**config.mk**
```make
export PLATFORM = sky130hd
export DESIGN_NAME = quad_fetch_seq
export DESIGN_NICKNAME = d
export VERILOG_FILES = /design/src/rtl/seq_pkg.sv /design/src/rtl/seq_phase_gen.sv /design/src/rtl/seq_control.sv /design/src/rtl/seq_ret_stack.sv /design/src/rtl/seq_datapath.sv /design/src/rtl/quad_fetch_seq.sv
export SDC_FILE = /design/constraint.sdc
export NUM_CORES = 1
export LEC_CHECK = 0
export BUFFER_PORTS_ARGS = -buffer_cell sky130_fd_sc_hd__buf_2
export CELL_PAD_IN_SITES_DETAIL_PLACEMENT = 0
export CELL_PAD_IN_SITES_GLOBAL_PLACEMENT = 2
export CORE_ASPECT_RATIO = 1.4
export CORE_UTILIZATION = 26
export CTS_CLUSTER_DIAMETER = 50
export DETAILED_ROUTE_END_ITERATION = 8
export PLACE_DENSITY_LB_ADDON = 0.25
export SLEW_MARGIN = 25
export SYNTH_ARGS = -nofsm -noshare
export SYNTH_HDL_FRONTEND = slang
export SYNTH_SLANG_ARGS = --single-unit
```
**constraint.sdc**
```tcl
create_clock -name clk -period 3.35 [get_ports clk]
set_clock_uncertainty 0.05 [all_clocks]
set_input_delay 0.335 -clock clk [delete_from_list [all_inputs] [get_ports clk]]
set_output_delay 0.335 -clock clk [all_outputs]
set_load 0.02 [all_outputs]
```
**src/rtl/seq_pkg.sv**
```systemverilog
package seq_pkg;

  // Control strobes handed from the sequencer control to the datapath.
  typedef struct packed {
    logic advance;     // end of Q4: move fetch address, latch instruction
    logic forceNop;    // replace the latched word with the no-operation word
    logic loadTarget;  // end of Q3: next PC comes from the target input
    logic push;        // end of Q3: save the address after the current one
    logic pop;         // end of Q3: next PC comes from the return stack
  } seqStrobe_t;

endpackage

```
**src/rtl/seq_phase_gen.sv**
```systemverilog
module seq_phase_gen #(
  parameter int NUM_PHASES = 4,
  localparam int PW = $clog2(NUM_PHASES)
) (
  input  logic                  clk,
  input  logic                  rstN,
  output logic [NUM_PHASES-1:0] qPhase
);

  logic [PW-1:0] phIdx;

  always_ff @(posedge clk or negedge rstN) begin
    if (!rstN) begin
      phIdx <= '0;
    end else if (phIdx == PW'(NUM_PHASES - 1)) begin
      phIdx <= '0;
    end else begin
      phIdx <= phIdx + 1'b1;
    end
  end

  for (genvar g = 0; g < NUM_PHASES; g++) begin : g_strobe
    assign qPhase[g] = (phIdx == PW'(g));
  end

endmodule

```
**src/rtl/seq_control.sv**
```systemverilog
module seq_control
  import seq_pkg::*;
(
  input  logic       clk,
  input  logic       rstN,
  input  logic [3:0] qPhase,
  input  logic       isBranch,
  input  logic       isCall,
  input  logic       isReturn,
  output seqStrobe_t strobe,
  output logic       execNop,
  output logic       dataRdStb,
  output logic       dataWrStb
);

  logic flowReq;
  logic flowTake;
  logic flushFlag;

  assign flowReq  = isBranch | isCall | isReturn;
  assign flowTake = qPhase[2] & ~execNop & flowReq;

  // Set by an accepted flow change, cleared once the substitute word is latched.
  always_ff @(posedge clk or negedge rstN) begin
    if (!rstN) begin
      flushFlag <= 1'b0;
    end else if (flowTake) begin
      flushFlag <= 1'b1;
    end else if (qPhase[3]) begin
      flushFlag <= 1'b0;
    end
  end

  // Reset starts with a suppressed cycle so nothing executes while address 0 is read.
  always_ff @(posedge clk or negedge rstN) begin
    if (!rstN) begin
      execNop <= 1'b1;
    end else if (qPhase[3]) begin
      execNop <= flushFlag;
    end
  end

  always_comb begin
    strobe            = '0;
    strobe.advance    = qPhase[3];
    strobe.forceNop   = flushFlag;
    strobe.pop        = flowTake & isReturn;
    strobe.push       = flowTake & isCall & ~isReturn;
    strobe.loadTarget = flowTake & ~isReturn;
  end

  assign dataRdStb = qPhase[1] & ~execNop;
  assign dataWrStb = qPhase[3] & ~execNop;

endmodule

```
**src/rtl/seq_ret_stack.sv**
```systemverilog
module seq_ret_stack #(
  parameter int ADDR_W = 11,
  parameter int DEPTH  = 8,
  localparam int SP_W = $clog2(DEPTH)
) (
  input  logic              clk,
  input  logic              rstN,
  input  logic              push,
  input  logic              pop,
  input  logic [ADDR_W-1:0] pushData,
  output logic [ADDR_W-1:0] topData
);

  logic [ADDR_W-1:0] slot [DEPTH];
  logic [SP_W-1:0]   sp;
  logic [SP_W-1:0]   spUp;
  logic [SP_W-1:0]   spDown;

  assign spUp    = (sp == SP_W'(DEPTH - 1)) ? '0 : sp + 1'b1;
  assign spDown  = (sp == '0) ? SP_W'(DEPTH - 1) : sp - 1'b1;
  assign topData = slot[spDown];

  always_ff @(posedge clk or negedge rstN) begin
    if (!rstN) begin
      sp <= '0;
      for (int i = 0; i < DEPTH; i++) begin
        slot[i] <= '0;
      end
    end else if (push) begin
      slot[sp] <= pushData;
      sp       <= spUp;
    end else if (pop) begin
      sp <= spDown;
    end
  end

endmodule

```
**src/rtl/seq_datapath.sv**
```systemverilog
module seq_datapath
  import seq_pkg::*;
#(
  parameter int              ADDR_W      = 11,
  parameter int              WORD_W      = 14,
  parameter int              STACK_DEPTH = 8,
  parameter logic [WORD_W-1:0] NOP_WORD  = '0
) (
  input  logic              clk,
  input  logic              rstN,
  input  seqStrobe_t        strobe,
  input  logic [ADDR_W-1:0] flowTarget,
  input  logic [WORD_W-1:0] progData,
  output logic [ADDR_W-1:0] progAddr,
  output logic [WORD_W-1:0] irWord
);

  logic [ADDR_W-1:0] pcReg;     // address of the next fetch
  logic [ADDR_W-1:0] fetchAddr; // address being fetched this cycle
  logic [ADDR_W-1:0] stackTop;

  seq_ret_stack #(
    .ADDR_W(ADDR_W),
    .DEPTH (STACK_DEPTH)
  ) u_stack (
    .clk     (clk),
    .rstN    (rstN),
    .push    (strobe.push),
    .pop     (strobe.pop),
    .pushData(fetchAddr),
    .topData (stackTop)
  );

  always_ff @(posedge clk or negedge rstN) begin
    if (!rstN) begin
      fetchAddr <= '0;
      pcReg     <= ADDR_W'(1);
      irWord    <= NOP_WORD;
    end else if (strobe.advance) begin
      fetchAddr <= pcReg;
      pcReg     <= pcReg + 1'b1;
      irWord    <= strobe.forceNop ? NOP_WORD : progData;
    end else if (strobe.pop) begin
      pcReg <= stackTop;
    end else if (strobe.loadTarget) begin
      pcReg <= flowTarget;
    end
  end

  assign progAddr = fetchAddr;

endmodule

```
**src/rtl/quad_fetch_seq.sv**
```systemverilog
module quad_fetch_seq
  import seq_pkg::*;
#(
  parameter int                ADDR_W      = 11,
  parameter int                WORD_W      = 14,
  parameter int                STACK_DEPTH = 8,
  parameter logic [WORD_W-1:0] NOP_WORD    = '0
) (
  input  logic              clk,
  input  logic              rstN,
  output logic [ADDR_W-1:0] progAddr,
  input  logic [WORD_W-1:0] progData,
  output logic [WORD_W-1:0] irWord,
  input  logic              isBranch,
  input  logic              isCall,
  input  logic              isReturn,
  input  logic [ADDR_W-1:0] flowTarget,
  output logic [3:0]        qPhase,
  output logic              dataRdStb,
  output logic              dataWrStb,
  output logic              execNop
);

  seqStrobe_t strobe;

  seq_phase_gen #(.NUM_PHASES(4)) u_phase (
    .clk   (clk),
    .rstN  (rstN),
    .qPhase(qPhase)
  );

  seq_control u_ctrl (
    .clk      (clk),
    .rstN     (rstN),
    .qPhase   (qPhase),
    .isBranch (isBranch),
    .isCall   (isCall),
    .isReturn (isReturn),
    .strobe   (strobe),
    .execNop  (execNop),
    .dataRdStb(dataRdStb),
    .dataWrStb(dataWrStb)
  );

  seq_datapath #(
    .ADDR_W     (ADDR_W),
    .WORD_W     (WORD_W),
    .STACK_DEPTH(STACK_DEPTH),
    .NOP_WORD   (NOP_WORD)
  ) u_dp (
    .clk       (clk),
    .rstN      (rstN),
    .strobe    (strobe),
    .flowTarget(flowTarget),
    .progData  (progData),
    .progAddr  (progAddr),
    .irWord    (irWord)
  );

endmodule

```
==> summary.txt <==
Detailed routing
  • Initial DRT Pass Iterations: 4
  • Routed vias: between 3000 and 4000
  • Final WL: 16200 um
  • Wirelength per Cell: ~20 um
  • Residual DRC: 0
  • Post-route antenna net violation count: 0
  • Vias/cell: ~4.7
  • DR iter-0 viols: approximately 180

Timing
  • Worst Tran Pin Value: roughly 0.87 ns
  • Slew Limit Fails: 0
  • Setup TNS: 0 ns
  • Period utilization: 87.6%
  • Hold_ws: between 0.07 and 0.08 ns
  • RSZ-0062 raised after global routing: no
  • Setup-failing EPs final: 0
  • Min Clock Period, post-route: 2.93 ns
  • Slew headroom: 41.8%
  • Max Fclk: 341 MHz
  • Hold Vio Cnt, Final: 0

Yosys
  • EDFF count, synth: 0
  • Synth warn: 0
  • Post-synth ARST share: 100%
  • Synthesized area per cell: around 13 um^2
  • Yosys cell types: 43
  • Cells after synthesis: roughly 440
  • Top_reg_cell synth: dfrtp_1
  • Net count after synthesis: roughly 480
  • Synth top area cells: dfrtp_1 (54%), mux2_2 (15%), mux4_2 (8.3%)
  • Mapped Area: between 5000 and 6000 um^2
  • Yosys reg bits: 131
  • Seq/Total Area, Yosys: a little under three fifths
  • Yosys top cell by area: dfrtp_1
  • Post-synth top area share: a little over half

Floorplan
  • DIE AREA: approximately 23000 um^2
  • Die Height: about 180 um
  • Row count: 65
  • Ports: between 60 and 70
  • Core area: between 20000 and 25000 um^2
  • Starting Density: a little over a quarter
  • Die X: between 100 and 150 um

Status
  • Status: finished clean

Finish
  • Area growth, synth to finish: 22.9%
  • Fin nets: 554
  • Antenna diode count: 0
  • Fraction of layout cells with a size suffix above 1: between 40% and 50%

CTS
  • Root Buffer: clkbuf_16
  • Quantity of gates resized following cts: 0
  • CTS tree: done
  • Clk_lat worst skew: about 0.43 ns
  • CTS H-tree depth: 4
  • Clock buffer depth: 2
  • Clock-pin transition on the worst setup and hold timing paths: roughly 0.060 ns
  • Clock sinks: between 100 and 150
  • CTS Buf Count: 17

Global route
  • GRT Util Overall: between 10% and 20%
  • Initial antenna violation count: 0
  • Largest net degree at the start of global routing: a little under 70
  • First-pass GRT wire length: 25500 um
  • Vias in the first global route: ~4300
  • Grt total ovfl: 0

Setup path
  • CP Capture Type: register
  • Crit path DAT: between 3 and 4 ns
  • Critical Path Max Stage Delay: approximately 0.56 ns
  • Most common cell type on the critical path: ha_1
  • Slowest stage cell, crit path: dfrtp_1
  • Worst Path Required: ~3.6 ns
  • CP Max Fanout: 10
  • Critical path launch point type: register
  • Setup Crit Path Kind: register to register
  • Worst-path cell chain: inv_1 -> ha_1 -> ha_1 -> nor2b_4 -> mux4_2 -> a221o_1 -> a211oi_1 -> nor3_1

Run
  • Max-cap violations: 0

Power
  • Power per cell area: around 770 nW/um^2
  • P_leak: 3.39 nW
  • Worst-case vdd ir drop: between 0.3 and 0.4 mV

Place
  • GP Congestion: around 0.77
  • Post-DP HPWL: between 10000 and 15000 um
  • Port Buffers: roughly 60

Worst hold path
  • Min-delay worst type: primary input to register
## Yosys cell counts (3+ instances only)
library cell	instances
dfrtp_1	129
mux2_2	81
nand2_1	34
o21ai_0	25
mux4_2	22
a22o_1	14
inv_1	14
a21oi_1	13
clkbuf_1	10
ha_1	9
nand3_1	9
nor2_1	9
buf_2	8
a221oi_1	6
mux2i_1	6
o22ai_1	5
a211oi_1	4
buf_6	3
nand4_1	3
nor3_1	3
nor4_1	3
xor2_1	3
## critical path: cells and delay by family, from the launching register on
kind	cells	cell delay [ns]
buf+inv	1	0.18
fa+ha+maj	2	0.47
mux	1	0.56
compound gates	2	0.55
simple gates	2	0.45
flops	1	0.56
## placed cells by master, fill, tap and decap left out, drive strengths merged, types with 2 or more instances in the layout
| master | count |
|---|---|
| nand3 | 9 |
| nor2b | 3 |
| o21ai | 25 |
| mux2i | 6 |
| mux2 | 81 |
| dfrtp | 129 |
| clkinv | 4 |
| a21oi | 13 |
| clkbuf | 19 |
| dfstp | 2 |
| nand2 | 34 |
| o2bb2ai | 2 |
| and3 | 2 |
| buf | 79 |
| nor2 | 9 |
| a22o | 14 |
| a221oi | 6 |
| bufinv | 4 |
| xor2 | 3 |
| nand4 | 5 |
| mux4 | 22 |
| nor4 | 3 |
| ha | 9 |
| o22ai | 5 |
| o221ai | 2 |
| nor3 | 3 |
| clkinvlp | 4 |
| a211oi | 4 |
| inv | 15 |
## metrics by stage
| step | total power, mW | setup WS, ns | instances | util (%) | instance area (um^2) |
|---|---|---|---|---|---|
| after global routing | 5.93 | 0.250 | 829 | 32.5 | 7310 |
| after CTS | 5.72 | 0.391 | 829 | 32.5 | 7310 |
| after detailed placement | 3.68 | 0.422 | 796 | 29.6 | 6680 |
| after global placement | 3.65 | 0.487 | 796 | 29.6 | 6680 |
| after floorplan | 3.19 | 0.832 | 442 | - | 5950 |
| final | 5.61 | 0.416 | 829 | 32.5 | 7310 |
## layer usage
layer  wire length, um  global-route usage, %  vias up  part of all wire (%)
li1                  -                      -     1786                     -
met5                 0                      0        -                     0
met3               458                   3.41       22                   2.8
met4               394                   7.07        0                   2.4
met2              8430                   26.2      101                    52
met1              6960                   17.6     2004                    43
## cell families (layout without fill, tap and decap cells)
group                      count (synthesis)  in the layout  share of synthesized area [%]
DFF                                      131            131                           55.2
muxes                                    109            109                           24.7
AOI/OAI and AO/OA                         76             76                           8.48
and+or+nand+nor                           74             74                           6.12
buffers and inverters                     40            126                           3.22
adders and majority gates                  9              9                           1.89
xor gates and xnor gates                   3              3                          0.442
## final timing paths
check | startpoint | to | slack, ns | depth (start not counted)
max | u_dp.u_stack.sp[0]$_DFFE_PN0P_ | u_dp.pcReg[6]$_DFFE_PN0P_ | 0.42 | 8
min | progData[7] | u_dp.irWord[7]$_DFFE_PN0P_ | 0.08 | 2
max reg2reg | u_dp.u_stack.sp[0]$_DFFE_PN0P_ | u_dp.pcReg[6]$_DFFE_PN0P_ | 0.42 | 8
min reg2reg | u_dp.u_stack.slot[27]$_DFFE_PN0P_ | u_dp.u_stack.slot[27]$_DFFE_PN0P_ | 0.43 | 2
max in group asynchronous | rstN | u_dp.pcReg[0]$_DFFE_PN1P_ | 2.05 | 3
min in group asynchronous | rstN | u_dp.irWord[13]$_DFFE_PN0P_ | 0.41 | 2
## registers in the layout, summed over array words and instances, names as in the netlist
signal	cells
u_ctrl.execNop	1
u_dp.u_stack.sp	3
u_phase.phIdx	2
u_ctrl.flushFlag	1
u_dp.pcReg	11
u_dp.irWord	14
u_dp.u_stack.slot	88
u_dp.progAddr	11
## area by class of cell
type | instances | area [um^2]
Clock buffer | 19 | 443
Clock inverter | 13 | 183
Fill cell | 2243 | 15200
Inverter | 14 | 52.6
Multi-Input combinational cell | 271 | 2490
Sequential cell | 131 | 3280
Tap cell | 301 | 377
Timing Repair Buffer | 80 | 482
## repair_timing
item / 4_1_cts / 5_1_grt
setup buffers: 0 / 0
hold buffers: 1 / 0
hold endpoints to repair: 63 / 0
## power by group
group          total (mW)  switching [mW]  internal (mW)
Sequential           2.26           0.340           1.92
Combinational        1.36           0.671          0.693
Clock                1.99           0.724           1.26
Power figures use the tool's default switching activity.
